===== src/rtl/aclink_in_framer.sv =====
module aclink_in_framer #(
  parameter int SLOTS  = 12,
  parameter int SLOT_W = 20,
  parameter int TAG_W  = 16,
  parameter int IDX_W  = 7,
  parameter int REQ_W  = 10,
  parameter int STAT_W = 16
) (
  input  logic                             bit_clk,
  input  logic                             rst_n,
  input  logic                             sync,
  input  logic                             codec_ready,
  input  logic [SLOTS-1:0]                 slot_valid,
  input  logic [IDX_W-1:0]                 status_index,
  input  logic [REQ_W-1:0]                 slot_req,
  input  logic [STAT_W-1:0]                status_data,
  input  logic [(SLOTS-2)*SLOT_W-1:0]      sample_words,
  output logic                             sdata
);
  localparam int FRAME_W = TAG_W + SLOTS * SLOT_W;
  localparam int PAD0_W  = TAG_W - 1 - SLOTS;
  localparam int PAD2_W  = SLOT_W - STAT_W;

  logic               sync_q, start;
  logic [SLOTS-1:0]   tag_eff;
  logic [SLOTS*SLOT_W-1:0] slot_bits;
  logic [FRAME_W-1:0] frame_next, shreg;

  assign tag_eff = codec_ready ? slot_valid : '0;

  for (genvar s = 1; s <= SLOTS; s++) begin : g_slot
    logic [SLOT_W-1:0] raw;
    if (s == 1) begin : g_stat_addr
      assign raw = {1'b0, status_index, slot_req, 2'b00};
    end else if (s == 2) begin : g_stat_data
      assign raw = {status_data, {PAD2_W{1'b0}}};
    end else begin : g_sample
      assign raw = sample_words[SLOT_W*(SLOTS-s+1)-1 -: SLOT_W];
    end
    assign slot_bits[SLOT_W*(SLOTS-s+1)-1 -: SLOT_W] = tag_eff[SLOTS-s] ? raw : '0;
  end

  assign frame_next = {codec_ready, tag_eff, {PAD0_W{1'b0}}, slot_bits};

  always_ff @(negedge bit_clk or negedge rst_n) begin
    if (!rst_n) begin
      sync_q <= 1'b0;
      start  <= 1'b0;
    end else begin
      sync_q <= sync;
      start  <= sync & ~sync_q;
    end
  end

  always_ff @(posedge bit_clk or negedge rst_n) begin
    if (!rst_n)     shreg <= '0;
    else if (start) shreg <= frame_next;
    else            shreg <= shreg << 1;
  end

  assign sdata = shreg[FRAME_W-1];
endmodule



===== config.mk =====
export PLATFORM = sky130hd
export DESIGN_NAME = aclink_in_framer
export DESIGN_NICKNAME = d
export VERILOG_FILES = /design/src/rtl/aclink_in_framer.sv
export SDC_FILE = /design/constraint.sdc
export NUM_CORES = 1
export LEC_CHECK = 0
export CORE_ASPECT_RATIO = 0.6
export CORE_UTILIZATION = 50
export DETAILED_ROUTE_END_ITERATION = 8
export PLACE_DENSITY = 0.85
export SETUP_SLACK_MARGIN = 0.2
export SYNTH_ARGS = -nofsm -noshare
export SYNTH_HDL_FRONTEND = slang
export SYNTH_SLANG_ARGS = --single-unit

===== constraint.sdc =====
create_clock -name bit_clk -period 1.6 [get_ports bit_clk]
set_input_delay 0.16 -clock bit_clk [delete_from_list [all_inputs] [get_ports bit_clk]]
set_output_delay 0.16 -clock bit_clk [all_outputs]
set_load 0.005 [all_outputs]

; ---- Yosys cells after proc, flatten, opt, wreduce, memory -nomap -nowiden
; Index checks and enable logic that the tools add are counted.
; W data, S select, Z words.
[classes]
div_mod_pow = 0
n_reduce_logical = 0
order_cmp = 0
muxes = 14
n_addsub = 0
multipliers = 0
n_bitwise = 2
shifts = 0
eq_ne = 0
[ops]
columns = cell, n
row1 = $mux W256, 1
row2 = $mux W20, 11
row3 = $mux W19, 1
row4 = $mux W12, 1
row5 = $and A1 B1 Y1, 1
row6 = $not A1 Y1, 1
[word_totals]
wordCells = 19
rom_bits = 0
ram_bits = 0
in_bits = 249
regBits = 258
latch_bits = 0
n_memories = 0

; ---- Depth between registers and ports, before layout
[logic_depth]
depth_word = 3
depth_mapped = 5

==> metrics.md <==
| Metric | Value |
|---|---|
| Max stage delay cell, worst path | `dfrtn_1` |
| Reg2reg setup slack | `-510 ps` |
| Pins Over Slew Limit | `0` |
| Hold crit path type | `input pin to async pin` |
| GP Congestion | `about 0.9` |
| WP buf/inv | `3` |
| WL met2 | `between 15 and 20 mm` |
| Critical path's most frequent cell | `clkbuf_16` |
| Post-Syn Area | `10,500 um^2` |
| Max Cap Viol | `0` |
| Cells after synthesis | `around 1,100` |
| Setup crit end kind | `register` |
| I/O pin count | `250` |
| DRT Pass-1 Iters | `5` |
| Ys flop type | `dfrtp_1` |
| CP top delay family | `buffers and inverters` |
| CTS max path bufs | `3` |
| Reg clk slew, reported paths | `70 ps` |
| DP HPWL | `around 17 mm` |
| Clk sink count | `around 260` |
| Post-route worst setup slack | `-510 ps` |
| Synth top area share | `0.611` |
| Starting Density | `0.517` |
| Area growth from synthesis to layout | `50.8%` |
| Final setup fails | `256` |
| Drc violations | `0` |
| Top layer in use | `met5` |
| Reg area | `6460 um^2` |
| Initial antenna violation count | `1` |
| Arrival time at the worst endpoint | `2530 ps` |
| Syn_nets | `1,344` |
| Core area | `a little over 20,000 um^2` |
| Critical Path RT | `2020 ps` |
| Overall routing resource usage | `0.255` |
| Critical path class | `register to register` |
| Multi-input logic area | `3260 um^2` |
| Syn avg cell area | `9.57 um^2` |
| Type of origin of the critical path | `register` |
| P_leak | `6.79 nW` |
| Vias in the first global route | `8,484` |
| Post-placement cell count | `1,580` |
| Routed WL | `33.0 mm` |
| Slew HR | `0.675` |
| DR vias | `between 9,000 and 10,000` |
| Post-Route M1 WL | `13.5 mm` |
| TritonCTS clock tree | `built` |
| Root buffer cell | `clkbuf_16` |
| Post-DP Area | `13,500 um^2` |
| Largest stage delay on the critical path | `420 ps` |
| Worst slew pin tran | `about 490 ps` |
| Nets | `1,617` |
| Layout fillers | `1,168` |
| Area leader, netlist | `dfrtp_1` |
| GRT overflow | `0` |
| Post-synthesis register bit count | `~260` |
| DR WL met3 | `2.84 mm` |
| Die height | `approximately 110 um` |
| Row cnt | `40` |
| Status | `finished with violations` |
| Port Buf Inserts | `about 250` |
| CTS HTree Levels | `1` |
| Maximum vdd ir drop | `0.664 mV` |
| Most frequent cell after synthesis | `dfrtp_1` |
| Yosys warns | `0` |
| Die area | `roughly 22,000 um^2` |
| Synth top area cells | `dfrtp_1 61%, o22ai_1 13%, inv_1 8.7%` |
| Post-synth top cells | `256 x dfrtp_1, 244 x inv_1, 244 x nand2_1` |
| Die width | `189 um` |
| Asr flop ratio synth | `1.00` |
| Final Cell Area | `15,800 um^2` |
| DRT iter0 DRCs | `about 900` |
| Proportion of layout cells with a drive suffix above 1 | `0.169` |
| Finished Layout Cells | `between 1,500 and 2,000` |
| Synth unique cells | `16` |
| Pin count of the biggest net entering global routing | `92` |
| Clk_skew | `22.6 ps` |
| Clk_lat worst skew | `between 500 and 600 ps` |
| Routed WL per cell | `19.9 um` |
| Final hold violations | `0` |
| Failing checks | `setup timing` |
| PwrDens | `978 nW/um^2` |
| Seq/Total Area, Yosys | `0.616` |
| Num CTS Buffers | `23` |
| Worst Path Max Fanout | `10` |
| Via density | `5.55` |
| Critical path, cell by cell | `buf_6 > clkbuf_16 > clkbuf_16 > nand2_1 > o22ai_1` |
| Unrepaired setup endpoints after global routing | `true` |
| First-pass GRT wire length | `43.0 mm` |
| Number of synthesized flops with an enable pin | `0` |
| Post-route ant nets | `0` |
-- cells in the final DEF, fill, tap and decap left out, types with 15 or more instances in the layout --
cell / synthesis / routed
clkbuf_16: 0 / 44
buf_16: 0 / 15
o22ai_1: 222 / 145
buf_12: 0 / 18
nand2_2: 0 / 20
inv_1: 244 / 244
clkdlybuf4s50_1: 0 / 248
dfrtp_1: 256 / 256
nand2_1: 244 / 219
o22ai_2: 10 / 83
-- power by group --
group | total [mW] | internal, mW | switching [mW]
Combinational | 2.51 | 1.34 | 1.17
Clock | 5.78 | 3.30 | 2.49
Sequential | 7.15 | 6.99 | 0.160
-- logic make-up (layout without fill, tap and decap cells) --
| group | after synthesis | count (layout) | synth area share |
|---|---|---|---|
| buffers and inverters | 324 | 614 | 0.132 |
| and+or+nand+nor | 268 | 268 | 0.101 |
| DFF | 258 | 258 | 0.616 |
| AOI/OAI and AO/OA | 244 | 244 | 0.150 |
| muxes | 1 | 1 | 0.00107 |
| other | 0 | 1 | 0 |
-- through the flow --
step / hold slack (ps) / worst slack, ps / utilization / TNS (ps) / power, mW
finish: 126 / -510 / 0.780 / -103330 / 15.4
global route: 140 / -547 / 0.779 / -115000 / 16.0
CTS: 124 / -455 / 0.726 / -98400 / 15.0
detailed placement: 7.13 / -491 / 0.664 / -95550 / 9.17
global placement: 8.79 / -429 / 0.664 / -88240 / 9.10
floorplan: -136 / -279 / - / -61950 / 8.10
-- state kept, by name, indices dropped and copies added, names as in the netlist --
signal	cells
shreg	256
start	1
sync_q	1
-- routing by layer --
layer,global-route usage,vias to the layer above
met2,0.394,517
li1,-,4068
met5,0,-
met4,0.0575,2
met3,0.0564,77
met1,0.371,4546
-- final timing paths --
kind                                       start         to  cells past startpoint
worst max register to register             start  shreg[21]                      5
max in group asynchronous                  rst_n      start                      2
min in group bit_clk            sample_words[47]  shreg[47]                      3
worst max-delay path                       start  shreg[21]                      5
worst min-delay path                       rst_n  shreg[82]                      2
worst min register to register            sync_q      start                      1
-- cell type report --
type                       instances  area share
clock buffer                      31      0.0402
clock inverter                    11     0.00903
tap                              273      0.0216
antenna                            1    0.000158
multi-input combinational        513       0.207
sequential                       258       0.409
inverter                         244      0.0580
timing repair buffer             328       0.256
-- timing repair --
action	in CTS	in global routing
hold endpoints to repair	256	0
endpoints found under the setup margin	257	257
hold buffers	1	0
gates cloned	6	23
pin swaps	2	7
buffers inserted	3	3
gates resized for setup	50	105
No activity file was read; power rests on OpenSTA's default activity.
